**src/rtl/qsi_pkg.sv**
```systemverilog
`timescale 1ns/1ps
package qsi_pkg;

  localparam int ANG_W = 16;

  typedef enum logic [1:0] {
    ST_IDLE = 2'd0,
    ST_WAIT = 2'd1,
    ST_CALC = 2'd2
  } qsi_state_e;

  // atan(2^-k) scaled so that 65536 is one full turn
  function automatic logic [ANG_W-1:0] atan_step(input int unsigned k);
    case (k)
      0:       atan_step = 16'd8192;
      1:       atan_step = 16'd4836;
      2:       atan_step = 16'd2555;
      3:       atan_step = 16'd1297;
      4:       atan_step = 16'd651;
      5:       atan_step = 16'd326;
      6:       atan_step = 16'd163;
      7:       atan_step = 16'd81;
      8:       atan_step = 16'd41;
      9:       atan_step = 16'd20;
      10:      atan_step = 16'd10;
      11:      atan_step = 16'd5;
      12:      atan_step = 16'd3;
      13:      atan_step = 16'd1;
      14:      atan_step = 16'd1;
      default: atan_step = 16'd0;
    endcase
  endfunction

endpackage

```
**src/rtl/qsi_sync.sv**
```systemverilog
`timescale 1ns/1ps
module qsi_sync #(
  parameter int STAGES = 3
) (
  input  logic clk,
  input  logic rst_n,
  input  logic async_in,
  output logic rise
);

  logic [STAGES-1:0] chain_q;
  logic [STAGES-1:0] chain_d;
  logic              tail_q;

  for (genvar g = 0; g < STAGES; g++) begin : g_stage
    if (g == 0) begin : g_first
      assign chain_d[g] = async_in;
    end else begin : g_next
      assign chain_d[g] = chain_q[g-1];
    end
  end

  always_ff @(posedge clk or negedge rst_n) begin
    if (!rst_n) begin
      chain_q <= '0;
      tail_q  <= 1'b0;
    end else begin
      chain_q <= chain_d;
      tail_q  <= chain_q[STAGES-1];
    end
  end

  assign rise = chain_q[STAGES-1] & ~tail_q;

  // an edge is only reported after the input was high STAGES edges back
  assert_rise_delay_R1: assert property (@(posedge clk) disable iff (!rst_n)
    rise |-> $past(async_in, STAGES));

  // the synchronised edge lasts one cycle
  assert_rise_single_R1: assert property (@(posedge clk) disable iff (!rst_n)
    rise |=> !rise);

endmodule

```
**src/rtl/qsi_coarse.sv**
```systemverilog
`timescale 1ns/1ps
module qsi_coarse #(
  parameter int TICKS = 10,
  parameter int CYC_W = 32,
  localparam int SUB_W = $clog2(TICKS)
) (
  input  logic             clk,
  input  logic             rst_n,
  output logic [CYC_W-1:0] cyc,
  output logic [SUB_W-1:0] sub
);

  logic [CYC_W-1:0] cyc_q, cyc_d;
  logic [SUB_W-1:0] sub_q, sub_d;
  logic             wrap;

  always_comb begin
    wrap = (sub_q == SUB_W'(TICKS - 1));
    if (wrap) begin
      sub_d = '0;
      cyc_d = cyc_q + 1'b1;
    end else begin
      sub_d = sub_q + 1'b1;
      cyc_d = cyc_q;
    end
  end

  always_ff @(posedge clk or negedge rst_n) begin
    if (!rst_n) begin
      cyc_q <= '0;
      sub_q <= '0;
    end else begin
      cyc_q <= cyc_d;
      sub_q <= sub_d;
    end
  end

  assign cyc = cyc_q;
  assign sub = sub_q;

  assert_sub_range_R1: assert property (@(posedge clk) disable iff (!rst_n)
    sub_q < SUB_W'(TICKS));

  assert_sub_wrap_R1: assert property (@(posedge clk) disable iff (!rst_n)
    (sub_q == SUB_W'(TICKS - 1)) |=> (sub_q == '0 && cyc_q == $past(cyc_q) + 1'b1));

endmodule

```
**src/rtl/qsi_cordic.sv**
```systemverilog
`timescale 1ns/1ps
module qsi_cordic
  import qsi_pkg::*;
#(
  parameter int IN_W  = 12,
  parameter int GUARD = 6,
  parameter int ITER  = 16,
  localparam int W     = IN_W + GUARD + 2,
  localparam int CNT_W = (ITER > 1) ? $clog2(ITER) : 1
) (
  input  logic             clk,
  input  logic             rst_n,
  input  logic             start,
  input  logic [IN_W-1:0]  i_in,
  input  logic [IN_W-1:0]  q_in,
  output logic             done,
  output logic [ANG_W-1:0] angle
);

  logic signed [W-1:0] x_q, x_d, y_q, y_d;
  logic [ANG_W-1:0]    z_q, z_d;
  logic [CNT_W-1:0]    k_q, k_d;
  logic                act_q, act_d;
  logic                done_q, done_d;

  logic signed [W-1:0] x_ld, y_ld, sx, sy;
  logic [ANG_W-1:0]    step;

  always_comb begin
    x_ld = {{(W-IN_W-GUARD){i_in[IN_W-1]}}, i_in, {GUARD{1'b0}}};
    y_ld = {{(W-IN_W-GUARD){q_in[IN_W-1]}}, q_in, {GUARD{1'b0}}};
    sx   = x_q >>> k_q;
    sy   = y_q >>> k_q;
    step = atan_step(32'(k_q));

    x_d    = x_q;
    y_d    = y_q;
    z_d    = z_q;
    k_d    = k_q;
    act_d  = act_q;
    done_d = 1'b0;

    if (start) begin
      // fold the left half-plane onto the right one, adding half a turn
      if (x_ld[W-1]) begin
        x_d = -x_ld;
        y_d = -y_ld;
        z_d = ANG_W'(1) << (ANG_W - 1);
      end else begin
        x_d = x_ld;
        y_d = y_ld;
        z_d = '0;
      end
      k_d   = '0;
      act_d = 1'b1;
    end else if (act_q) begin
      if (!y_q[W-1]) begin
        x_d = x_q + sy;
        y_d = y_q - sx;
        z_d = z_q + step;
      end else begin
        x_d = x_q - sy;
        y_d = y_q + sx;
        z_d = z_q - step;
      end
      if (k_q == CNT_W'(ITER - 1)) begin
        act_d  = 1'b0;
        done_d = 1'b1;
      end else begin
        k_d = k_q + 1'b1;
      end
    end
  end

  always_ff @(posedge clk or negedge rst_n) begin
    if (!rst_n) begin
      x_q    <= '0;
      y_q    <= '0;
      z_q    <= '0;
      k_q    <= '0;
      act_q  <= 1'b0;
      done_q <= 1'b0;
    end else begin
      x_q    <= x_d;
      y_q    <= y_d;
      z_q    <= z_d;
      k_q    <= k_d;
      act_q  <= act_d;
      done_q <= done_d;
    end
  end

  assign done  = done_q;
  assign angle = z_q;

  // the folded vector stays in the right half-plane while rotating
  assert_xpos_R2: assert property (@(posedge clk) disable iff (!rst_n)
    act_q |-> !x_q[W-1]);

  // completion follows an active iteration and lasts one cycle
  assert_done_after_run_R5: assert property (@(posedge clk) disable iff (!rst_n)
    done_q |-> $past(act_q));

  assert_done_single_R5: assert property (@(posedge clk) disable iff (!rst_n)
    done_q |=> !done_q);

endmodule

```
**src/rtl/quad_stamp_interp.sv**
```systemverilog
`timescale 1ns/1ps
module quad_stamp_interp
  import qsi_pkg::*;
#(
  parameter int SYNC_STAGES = 3,
  parameter int TICKS       = 10,
  parameter int CYC_W       = 32,
  parameter int SMP_W       = 12,
  parameter int GUARD       = 6,
  parameter int ITER        = 16,
  localparam int SUB_W   = $clog2(TICKS),
  localparam int LAT_MAX = SYNC_STAGES + 1,
  localparam int STAMP_W = CYC_W + ANG_W
) (
  input  logic               clk,
  input  logic               rst_n,
  input  logic               evt_async,
  input  logic               smp_valid,
  input  logic [SMP_W-1:0]   smp_i,
  input  logic [SMP_W-1:0]   smp_q,
  input  logic [ANG_W-1:0]   phase_off,
  output logic               stamp_valid,
  output logic [STAMP_W-1:0] stamp,
  output logic               overrun
);

  logic             rise;
  logic [CYC_W-1:0] cnt_cyc;
  logic [SUB_W-1:0] cnt_sub;
  logic             cdc_done;
  logic [ANG_W-1:0] raw_ang;

  qsi_sync #(.STAGES(SYNC_STAGES)) u_sync (
    .clk      (clk),
    .rst_n    (rst_n),
    .async_in (evt_async),
    .rise     (rise)
  );

  qsi_coarse #(.TICKS(TICKS), .CYC_W(CYC_W)) u_coarse (
    .clk   (clk),
    .rst_n (rst_n),
    .cyc   (cnt_cyc),
    .sub   (cnt_sub)
  );

  qsi_state_e       st_q, st_d;
  logic             start, cap_en, fin;
  logic [CYC_W-1:0] cap_cyc_q;
  logic [SUB_W-1:0] cap_sub_q;

  assign cap_en = rise && (st_q == ST_IDLE);
  assign start  = smp_valid && (st_q == ST_WAIT);
  assign fin    = cdc_done && (st_q == ST_CALC);

  qsi_cordic #(.IN_W(SMP_W), .GUARD(GUARD), .ITER(ITER)) u_cordic (
    .clk   (clk),
    .rst_n (rst_n),
    .start (start),
    .i_in  (smp_i),
    .q_in  (smp_q),
    .done  (cdc_done),
    .angle (raw_ang)
  );

  always_comb begin
    st_d = st_q;
    case (st_q)
      ST_IDLE: if (rise)      st_d = ST_WAIT;
      ST_WAIT: if (smp_valid) st_d = ST_CALC;
      ST_CALC: if (cdc_done)  st_d = ST_IDLE;
      default:                st_d = ST_IDLE;
    endcase
  end

  // cycle resolution: oldest count the event could have had, then the
  // unique count in the latency window whose tick matches the phase
  logic [ANG_W-1:0] fine;
  logic [SUB_W-1:0] tenth, b_sub;
  logic [CYC_W-1:0] b_cyc, cyc_sel;

  always_comb begin
    fine  = raw_ang - phase_off;
    tenth = SUB_W'(((ANG_W+SUB_W)'(fine) * (ANG_W+SUB_W)'(TICKS)) >> ANG_W);
    if (cap_sub_q >= SUB_W'(LAT_MAX)) begin
      b_sub = cap_sub_q - SUB_W'(LAT_MAX);
      b_cyc = cap_cyc_q;
    end else begin
      b_sub = cap_sub_q + SUB_W'(TICKS - LAT_MAX);
      b_cyc = cap_cyc_q - 1'b1;
    end
    cyc_sel = b_cyc + CYC_W'(tenth < b_sub);
  end

  logic               sv_q, ov_q;
  logic [STAMP_W-1:0] stamp_q;

  always_ff @(posedge clk or negedge rst_n) begin
    if (!rst_n) begin
      st_q      <= ST_IDLE;
      cap_cyc_q <= '0;
      cap_sub_q <= '0;
      stamp_q   <= '0;
      sv_q      <= 1'b0;
      ov_q      <= 1'b0;
    end else begin
      st_q <= st_d;
      sv_q <= fin;
      ov_q <= rise && (st_q != ST_IDLE);
      if (cap_en) begin
        cap_cyc_q <= cnt_cyc;
        cap_sub_q <= cnt_sub;
      end
      if (fin) begin
        stamp_q <= {cyc_sel, fine};
      end
    end
  end

  assign stamp_valid = sv_q;
  assign stamp       = stamp_q;
  assign overrun     = ov_q;

  assert_tenth_range_R3: assert property (@(posedge clk) disable iff (!rst_n)
    fin |-> (tenth < SUB_W'(TICKS)));

  assert_sv_pulse_R5: assert property (@(posedge clk) disable iff (!rst_n)
    sv_q |=> !sv_q);

  assert_ov_busy_R6: assert property (@(posedge clk) disable iff (!rst_n)
    ov_q |-> $past(st_q != ST_IDLE));

  assert_ov_keeps_capture_R6: assert property (@(posedge clk) disable iff (!rst_n)
    ov_q |-> ($stable(cap_cyc_q) && $stable(cap_sub_q)));

  assert_ov_single_R6: assert property (@(posedge clk) disable iff (!rst_n)
    ov_q |=> !ov_q);

endmodule

```
**config.mk**
```make
export PLATFORM = sky130hd
export DESIGN_NAME = quad_stamp_interp
export DESIGN_NICKNAME = d
export VERILOG_FILES = /design/src/rtl/qsi_pkg.sv /design/src/rtl/qsi_sync.sv /design/src/rtl/qsi_coarse.sv /design/src/rtl/qsi_cordic.sv /design/src/rtl/quad_stamp_interp.sv
export SDC_FILE = /design/constraint.sdc
export NUM_CORES = 1
export LEC_CHECK = 0
export BUFFER_PORTS_ARGS = -buffer_cell sky130_fd_sc_hd__buf_2
export CORE_MARGIN = 8
export CORE_UTILIZATION = 53
export CTS_CLUSTER_SIZE = 28
export DETAILED_ROUTE_END_ITERATION = 16
export GPL_ROUTABILITY_DRIVEN = 1
export PLACE_DENSITY = 0.8
export SLEW_MARGIN = 20
export SYNTH_ARGS = -nofsm -noshare
export SYNTH_HDL_FRONTEND = slang
export SYNTH_SLANG_ARGS = --single-unit
```
**constraint.sdc**
```tcl
create_clock -name clk -period 7.2 [get_ports clk]
set_clock_uncertainty 0.1 [all_clocks]
set_input_delay 0.72 -clock clk [delete_from_list [all_inputs] [get_ports clk]]
set_output_delay 0.72 -clock clk [all_outputs]
set_load 0.01 [all_outputs]
```
==> run_summary.xml, run 1 <==
<?xml version="1.0" encoding="UTF-8"?>
<metrics>
  <group name="route">
    <metric name="viasPerCell" unit="">6.02</metric>
    <metric name="routed-via-count" unit="">14200</metric>
    <metric name="totalWireLength" unit="um">41000</metric>
    <metric name="drt_first_iter_violations" unit="">1169</metric>
    <metric name="detailedRoute.firstPassIterationCount" unit="">6</metric>
    <metric name="drt.antenna.violating_nets" unit="">0</metric>
    <metric name="drc" unit="">0</metric>
    <metric name="post_drt_wl_per_cell" unit="um">17.3</metric>
  </group>
  <group name="setup_path">
    <metric name="critical-path-slowest-cell" unit="">sky130_fd_sc_hd__or4_1</metric>
    <metric name="timing.critical_path.from_type" unit="">flip-flop</metric>
    <metric name="path_max_fanout" unit="">5</metric>
    <metric name="cpPeakStageDelay" unit="ps">460</metric>
    <metric name="worst_ep_arrival_time" unit="ps">7280</metric>
    <metric name="path_class" unit="">reg -&gt; reg</metric>
    <metric name="worst_setup_path_end_kind" unit="">flip-flop</metric>
    <metric name="path_common_cell" unit="">sky130_fd_sc_hd__ha_1</metric>
    <metric name="worstPathRequired" unit="ps">7440</metric>
  </group>
  <group name="synth">
    <metric name="synth-async-reset-ratio" unit="%">100</metric>
    <metric name="synth_enable_flop_cells" unit="">0</metric>
    <metric name="postSynthNetCount" unit="">2036</metric>
    <metric name="yosys_warnings" unit="">0</metric>
    <metric name="post_synth.cell_area_avg" unit="sq um">8.79</metric>
    <metric name="yosys.area_share.xor_xnor" unit="%">10.4</metric>
    <metric name="ys_ff_latch" unit="">190</metric>
    <metric name="sequential_area_share_after_synthesis" unit="%">28.8</metric>
    <metric name="post_synth_inst_count" unit="">1875</metric>
    <metric name="synth_cell_types" unit="">87</metric>
    <metric name="yosys.area.top_type" unit="">sky130_fd_sc_hd__dfrtp_1</metric>
    <metric name="yosys-top-cells-area" unit="">sky130_fd_sc_hd__dfrtp_1 (29%), sky130_fd_sc_hd__ha_1 (8.6%), sky130_fd_sc_hd__xnor2_1 (6.5%)</metric>
    <metric name="synthFlopType" unit="">sky130_fd_sc_hd__dfrtp_1</metric>
    <metric name="mux_share_of_post_synthesis_cell_area" unit="%">12.9</metric>
    <metric name="syn-cell-area" unit="sq mm">0.0165</metric>
    <metric name="synth-adder-area-share" unit="%">9.06</metric>
    <metric name="synth_compound_area_share" unit="%">15.9</metric>
    <metric name="yosys.area.top_type_share" unit="%">28.8</metric>
    <metric name="yosys.area_share.simple" unit="%">18.8</metric>
    <metric name="synth_top_family_by_area" unit="">simple AND/OR/NAND/NOR gates</metric>
  </group>
  <group name="grt">
    <metric name="busiest_layer" unit="">met2</metric>
    <metric name="grt_pass1_vias" unit="">13500</metric>
    <metric name="grt_first_pass_wirelength" unit="um">66900</metric>
    <metric name="gr-usage-all-layers" unit="%">21.9</metric>
    <metric name="pin_count_of_the_biggest_net_entering_global_routing" unit="">79</metric>
    <metric name="grt_util_met3" unit="%">2.84</metric>
    <metric name="gr-usage-met2" unit="%">36.9</metric>
    <metric name="number_of_antenna_violations_at_the_first_check_in_global_routing" unit="">0</metric>
    <metric name="grt-ovfl-total" unit="">0</metric>
    <metric name="grtUsageMet1" unit="%">29.4</metric>
  </group>
  <group name="floorplan">
    <metric name="pin_count" unit="">94</metric>
    <metric name="row_count" unit="">64</metric>
    <metric name="die-area" unit="sq mm">0.0370</metric>
    <metric name="die_height" unit="um">192</metric>
    <metric name="die_w" unit="um">192</metric>
    <metric name="initial_utilization" unit="%">53.9</metric>
    <metric name="placeableCoreArea" unit="sq mm">0.0306</metric>
  </group>
  <group name="timing">
    <metric name="layout_worst_path_cycle_share" unit="%">97.7</metric>
    <metric name="worst-slew-pin-transition" unit="ps">959</metric>
    <metric name="fin_hold_viols" unit="">0</metric>
    <metric name="fin_crit" unit="ps">7030</metric>
    <metric name="final_max_slew_viol_count" unit="">0</metric>
    <metric name="rsz0062_at_grt" unit="">true</metric>
    <metric name="finalSetupTns" unit="ps">0</metric>
    <metric name="finalSetupViolations" unit="">0</metric>
    <metric name="maxClockFrequency" unit="MHz">142</metric>
    <metric name="slew_headroom" unit="%">35.3</metric>
  </group>
  <group name="cells_and_area">
    <metric name="n_antenna_cell" unit="">0</metric>
    <metric name="layout_common_cells" unit="">sky130_fd_sc_hd__nand2_1 (206), sky130_fd_sc_hd__dfrtp_1 (186), sky130_fd_sc_hd__nor2_1 (161)</metric>
    <metric name="drive_above_1_share" unit="%">16.9</metric>
    <metric name="layout.cells.most_common" unit="">sky130_fd_sc_hd__nand2_1</metric>
    <metric name="synthToLayoutAreaGrowth" unit="%">11.2</metric>
    <metric name="number_of_nets_at_the_end_of_the_flow" unit="">2115</metric>
    <metric name="finish.instance_area" unit="sq mm">0.0183</metric>
    <metric name="finalCoreUtilization" unit="%">59.9</metric>
  </group>
  <group name="clock_tree">
    <metric name="clock_tree.buffer_depth" unit="">2</metric>
    <metric name="ctsHtreeMaxLevel" unit="">4</metric>
    <metric name="cts-root-buf" unit="">sky130_fd_sc_hd__clkbuf_16</metric>
    <metric name="clock_sinks" unit="">190</metric>
    <metric name="clock_tree_from_tritoncts" unit="">built</metric>
    <metric name="clock_slew_at_reported_path_ffs" unit="ps">70</metric>
    <metric name="worstSkewPairLatency" unit="ps">460</metric>
    <metric name="number_of_clock_buffers_inserted_by_tritoncts" unit="">17</metric>
  </group>
  <group name="placement">
    <metric name="gpl.final_weighted_congestion" unit="">0.943</metric>
    <metric name="port_buffers" unit="">93</metric>
    <metric name="hpwl_detailed" unit="um">30600</metric>
    <metric name="dpl-instance-area" unit="sq mm">0.0175</metric>
  </group>
  <group name="flow_run">
    <metric name="max_cap_violations" unit="">0</metric>
  </group>
  <group name="outcome">
    <metric name="status" unit="">complete, no violations</metric>
  </group>
  <group name="hold_path">
    <metric name="class_of_the_most_critical_hold_timing_path" unit="">in -&gt; async</metric>
  </group>
</metrics>
-- critical path: cells and delay by family (launching register included) --
family / cells / cell delay, ps
AOI/OAI and AO/OA: 13 / 2110
xor gates and xnor gates: 2 / 330
adders and majority gates: 6 / 1490
buffers and inverters: 1 / 140
DFF: 1 / 440
and+or+nand+nor: 9 / 2300
-- metal layers --
layer  up-vias  routed length [um]
li1       6928                   -
met1      6846               18600
met2       398               19600
met3        58                2080
met4         0                 663
met5         -                   0
-- state kept, by name (all words and copies together), names as in the netlist, 4 cells and up --
register,cells
u_cordic.angle,16
stamp,48
u_cordic.k_q,4
cap_sub_q,4
u_cordic.y_q,20
u_coarse.sub,4
u_cordic.x_q,20
cap_cyc_q,32
u_coarse.cyc,32
-- final timing paths --
| kind | slack, ps | cells after the start | startpoint | endpoint |
|---|---|---|---|---|
| min in group clk | 250 | 0 | u_sync.chain_q[0]$_DFF_PN0_ | u_sync.chain_q[1]$_DFF_PN0_ |
| max reg2reg | 170 | 31 | u_cordic.angle[1]$_DFFE_PN0P_ | stamp[46]$_DFFE_PN0P_ |
| max in group asynchronous | 5560 | 2 | rst_n | u_cordic.x_q[16]$_DFFE_PN0P_ |
| min reg2reg | 250 | 0 | u_sync.chain_q[0]$_DFF_PN0_ | u_sync.chain_q[1]$_DFF_PN0_ |
| min | 180 | 1 | rst_n | stamp[33]$_DFFE_PN0P_ |
| max | 170 | 31 | u_cordic.angle[1]$_DFFE_PN0P_ | stamp[46]$_DFFE_PN0P_ |
-- layout make-up --
| type | count | area (sq um) |
|---|---|---|
| Fill cell | 2673 | 12300 |
| Tap cell | 396 | 495 |
| Timing Repair Buffer | 146 | 872 |
| Multi-Input combinational cell | 1516 | 11300 |
| Sequential cell | 190 | 4760 |
| Inverter | 83 | 312 |
| Clock buffer | 20 | 467 |
| Clock inverter | 12 | 164 |
-- logic make-up (layout without fill, tap and decap cells) --
family | count (synthesis) | count (layout)
DFF | 190 | 190
adders and majority gates | 117 | 117
and+or+nand+nor | 637 | 637
muxes | 154 | 154
AOI/OAI and AO/OA | 413 | 413
xor gates and xnor gates | 195 | 195
buffers and inverters | 169 | 261
-- cells in the mapped netlist (7+ instances only) --
| cell | instances |
|---|---|
| sky130_fd_sc_hd__a211oi_1 | 18 |
| sky130_fd_sc_hd__a21o_1 | 20 |
| sky130_fd_sc_hd__a21oi_1 | 104 |
| sky130_fd_sc_hd__a31oi_1 | 22 |
| sky130_fd_sc_hd__and2_1 | 15 |
| sky130_fd_sc_hd__and3_1 | 18 |
| sky130_fd_sc_hd__buf_1 | 17 |
| sky130_fd_sc_hd__buf_2 | 7 |
| sky130_fd_sc_hd__clkbuf_1 | 58 |
| sky130_fd_sc_hd__dfrtp_1 | 190 |
| sky130_fd_sc_hd__ha_1 | 113 |
| sky130_fd_sc_hd__inv_1 | 80 |
| sky130_fd_sc_hd__mux2_2 | 55 |
| sky130_fd_sc_hd__mux2i_1 | 59 |
| sky130_fd_sc_hd__mux4_2 | 34 |
| sky130_fd_sc_hd__nand2_1 | 206 |
| sky130_fd_sc_hd__nand2b_1 | 22 |
| sky130_fd_sc_hd__nand3_1 | 35 |
| sky130_fd_sc_hd__nand4_1 | 19 |
| sky130_fd_sc_hd__nor2_1 | 162 |
| sky130_fd_sc_hd__nor2b_1 | 17 |
| sky130_fd_sc_hd__nor3_1 | 54 |
| sky130_fd_sc_hd__nor4_1 | 11 |
| sky130_fd_sc_hd__o211ai_1 | 9 |
| sky130_fd_sc_hd__o21a_1 | 18 |
| sky130_fd_sc_hd__o21ai_0 | 116 |
| sky130_fd_sc_hd__o22ai_1 | 7 |
| sky130_fd_sc_hd__o31a_1 | 8 |
| sky130_fd_sc_hd__o31ai_1 | 13 |
| sky130_fd_sc_hd__or2_2 | 12 |
| sky130_fd_sc_hd__or3_1 | 22 |
| sky130_fd_sc_hd__or4_1 | 8 |
| sky130_fd_sc_hd__xnor2_1 | 122 |
| sky130_fd_sc_hd__xor2_1 | 72 |
-- metrics by stage --
step | hold slack (ps) | std cells | setup slack [ps]
global route | 241 | 2363 | -171
CTS | 197 | 2354 | 5.16
floorplan | 231 | 1875 | 15.5
global placement | 237 | 2321 | -208
detailed placement | 236 | 2321 | -421
finish | 184 | 2363 | 168
-- what timing repair did --
item / in CTS / in global routing
cloned: 0 / 0
endpoints found under the setup margin: 4 / 11
hold buffers: 0 / 0
resized for setup: 4 / 29
pin swaps: 5 / 22
setup buffers: 1 / 9
Power of run 1 is left out: the tool's default activity adds up to more than one toggle a clock period on the data nets, which glitch-free logic cannot reach.
==> run 2: changes to the inputs <==
--- a/config.mk
+++ b/config.mk
@@ -6,12 +6,14 @@
 export NUM_CORES = 1
 export LEC_CHECK = 0
 export BUFFER_PORTS_ARGS = -buffer_cell sky130_fd_sc_hd__buf_2
+export CELL_PAD_IN_SITES_DETAIL_PLACEMENT = 0
+export CELL_PAD_IN_SITES_GLOBAL_PLACEMENT = 1
 export CORE_MARGIN = 8
-export CORE_UTILIZATION = 53
+export CORE_UTILIZATION = 44
 export CTS_CLUSTER_SIZE = 28
 export DETAILED_ROUTE_END_ITERATION = 16
 export GPL_ROUTABILITY_DRIVEN = 1
-export PLACE_DENSITY = 0.8
+export PLACE_DENSITY = 0.84
 export SLEW_MARGIN = 20
 export SYNTH_ARGS = -nofsm -noshare
 export SYNTH_HDL_FRONTEND = slang
==> run 2 against run 1 <==
Compared with the run above: core utilization fell by 11 points; cell area is 0.37% higher; die area increased by 19%; final cell count increased by 3.4%; wire length up 1.6%; register-to-register slack improved by 60 ps; fmax up 0.93%; sequential share of layout area decreased by 0.095 points; critical endpoint unchanged; critical path depth grew 2; via count decreased by 1.6%.
==> run_summary.xml, run 2 (synthesis results as in run 1) <==
<?xml version="1.0" encoding="UTF-8"?>
<metrics>
  <group name="outcome">
    <metric name="status" unit="">complete, no violations</metric>
  </group>
  <group name="floorplan">
    <metric name="die_height" unit="um">210</metric>
    <metric name="die-area" unit="sq mm">0.0439</metric>
    <metric name="die_w" unit="um">210</metric>
    <metric name="placeableCoreArea" unit="sq mm">0.0373</metric>
    <metric name="row_count" unit="">71</metric>
    <metric name="pin_count" unit="">94</metric>
    <metric name="initial_utilization" unit="%">44.2</metric>
  </group>
  <group name="grt">
    <metric name="number_of_antenna_violations_at_the_first_check_in_global_routing" unit="">0</metric>
    <metric name="grt_first_pass_wirelength" unit="um">69700</metric>
    <metric name="gr-usage-all-layers" unit="%">18.9</metric>
    <metric name="grt_pass1_vias" unit="">13600</metric>
    <metric name="pin_count_of_the_biggest_net_entering_global_routing" unit="">121</metric>
    <metric name="grt-ovfl-total" unit="">0</metric>
  </group>
  <group name="timing">
    <metric name="finalSetupViolations" unit="">0</metric>
    <metric name="layout_worst_path_cycle_share" unit="%">96.8</metric>
    <metric name="rsz0062_at_grt" unit="">true</metric>
    <metric name="fin_crit" unit="ps">6970</metric>
    <metric name="worst-slew-pin-transition" unit="ps">996</metric>
    <metric name="fin_hold_viols" unit="">0</metric>
    <metric name="final_max_slew_viol_count" unit="">0</metric>
    <metric name="slew_headroom" unit="%">33.6</metric>
    <metric name="maxClockFrequency" unit="MHz">144</metric>
    <metric name="holdWs" unit="ps">251</metric>
  </group>
  <group name="cells_and_area">
    <metric name="synthToLayoutAreaGrowth" unit="%">11.6</metric>
    <metric name="drive_above_1_share" unit="%">16.8</metric>
    <metric name="largest_register_ffs" unit="">48</metric>
    <metric name="number_of_nets_at_the_end_of_the_flow" unit="">2118</metric>
    <metric name="layout.cells.most_common" unit="">sky130_fd_sc_hd__nand2_1</metric>
    <metric name="layout_common_cells" unit="">sky130_fd_sc_hd__nand2_1 (206), sky130_fd_sc_hd__dfrtp_1 (186), sky130_fd_sc_hd__nor2_1 (161)</metric>
    <metric name="finalCoreUtilization" unit="%">49.3</metric>
    <metric name="n_antenna_cell" unit="">0</metric>
  </group>
  <group name="setup_path">
    <metric name="timing.critical_path.from_type" unit="">flip-flop</metric>
    <metric name="critical-path-slowest-cell" unit="">sky130_fd_sc_hd__or4_1</metric>
    <metric name="cpLargestDelayFamily" unit="">compound AO/OA/AOI/OAI gates</metric>
    <metric name="worstPathRequired" unit="ps">7450</metric>
    <metric name="reg2regPathDepth" unit="">33</metric>
    <metric name="worst_ep_arrival_time" unit="ps">7220</metric>
    <metric name="path_max_fanout" unit="">5</metric>
    <metric name="path_common_cell" unit="">sky130_fd_sc_hd__a21oi_2</metric>
    <metric name="crit-reg2reg-launch" unit="">u_cordic.angle[0]$_DFFE_PN0P_</metric>
    <metric name="critical_path.reg2reg.endpoint" unit="">stamp[46]$_DFFE_PN0P_</metric>
    <metric name="cp_num_buf_inv" unit="">2</metric>
    <metric name="cpPeakStageDelay" unit="ps">530</metric>
    <metric name="worst_setup_path_end_kind" unit="">flip-flop</metric>
    <metric name="path_class" unit="">reg -&gt; reg</metric>
    <metric name="rrSetupSlack" unit="ps">230</metric>
  </group>
  <group name="hold_path">
    <metric name="worstHoldPathCells" unit="">0</metric>
    <metric name="worst_hold_endpoint" unit="">u_sync.chain_q[2]$_DFF_PN0_</metric>
    <metric name="hold_path.startpoint" unit="">u_sync.chain_q[1]$_DFF_PN0_</metric>
    <metric name="class_of_the_most_critical_hold_timing_path" unit="">reg -&gt; reg</metric>
  </group>
  <group name="placement">
    <metric name="hpwl_detailed" unit="um">31000</metric>
    <metric name="gpl.final_weighted_congestion" unit="">0.901</metric>
    <metric name="port_buffers" unit="">93</metric>
  </group>
  <group name="clock_tree">
    <metric name="worstSkewPairLatency" unit="ps">460</metric>
    <metric name="hold_buffers" unit="">0</metric>
    <metric name="cts-root-buf" unit="">sky130_fd_sc_hd__clkbuf_16</metric>
    <metric name="clock_slew_at_reported_path_ffs" unit="ps">80</metric>
    <metric name="clock_tree_from_tritoncts" unit="">built</metric>
    <metric name="clock_sinks" unit="">190</metric>
    <metric name="clock_tree.buffer_depth" unit="">2</metric>
    <metric name="number_of_clock_buffers_inserted_by_tritoncts" unit="">17</metric>
    <metric name="ctsHtreeMaxLevel" unit="">4</metric>
  </group>
  <group name="route">
    <metric name="drt.antenna.violating_nets" unit="">0</metric>
    <metric name="totalWireLength" unit="um">41600</metric>
    <metric name="drc" unit="">0</metric>
    <metric name="post_drt_wl_per_cell" unit="um">17.0</metric>
    <metric name="viasPerCell" unit="">5.73</metric>
    <metric name="routed-via-count" unit="">14000</metric>
    <metric name="drt_first_iter_violations" unit="">754</metric>
    <metric name="detailedRoute.firstPassIterationCount" unit="">5</metric>
  </group>
  <group name="flow_run">
    <metric name="max_cap_violations" unit="">0</metric>
  </group>
</metrics>
==> run 2: changes by cell type in the layout (fill, tap and decap cells not counted), sizes merged <==
cell    change
buf         +3
clkbuf      -3
bufinv      -2
clkinv      +5
==> run 2: per-stage QoR <==
step,area (sq um),setup TNS (ps),worst slack [ps],cells
floorplan,16500,0,15.5,1875
global placement,17600,-705,-255,2402
detailed placement,17600,-2010,-449,2402
CTS,18200,0,0.272,2434
global route,18400,-356,-163,2444
finish,18400,0,232,2444
==> run 2: layer usage <==
| layer | up-vias | wire length, um | track usage, % |
|---|---|---|---|
| li1 | 6932 | - | - |
| met1 | 6703 | 19600 | 25.8 |
| met2 | 316 | 19200 | 30.8 |
| met3 | 47 | 1950 | 3.42 |
| met4 | 0 | 837 | 4.79 |
| met5 | - | 0 | 0 |
==> run 2: repair_timing <==
action / CTS / global route
pin swaps: 2 / 21
setup buffers: 0 / 10
setup endpoints to repair: 2 / 10
hold endpoints to repair: 0 / 0
resized for setup: 1 / 25
==> run 2: worst max-delay path by stage <==
stage	startpoint	end	slack, ps	cells after the start
after CTS	u_cordic.angle[0]$_DFFE_PN0P_	stamp[46]$_DFFE_PN0P_	0.3	35
after detailed placement	phase_off[0]	stamp[38]$_DFFE_PN0P_	-450	36
final	u_cordic.angle[0]$_DFFE_PN0P_	stamp[46]$_DFFE_PN0P_	230	33
after floorplan	phase_off[0]	stamp[38]$_DFFE_PN0P_	20	35
after global routing	u_cordic.angle[0]$_DFFE_PN0P_	stamp[46]$_DFFE_PN0P_	-160	35
after global placement	phase_off[0]	stamp[38]$_DFFE_PN0P_	-250	36
==> run 2: final cells by class <==
cell class	instances	area, sq um
fillers	3483	18900
multi-input cells	1516	11200
flip-flops and latches	190	4760
repair buffers	149	895
well taps	474	593
clock buffers	17	425
inverters	83	312
clock inverters	15	188
Power of run 2 is left out for the same reason.
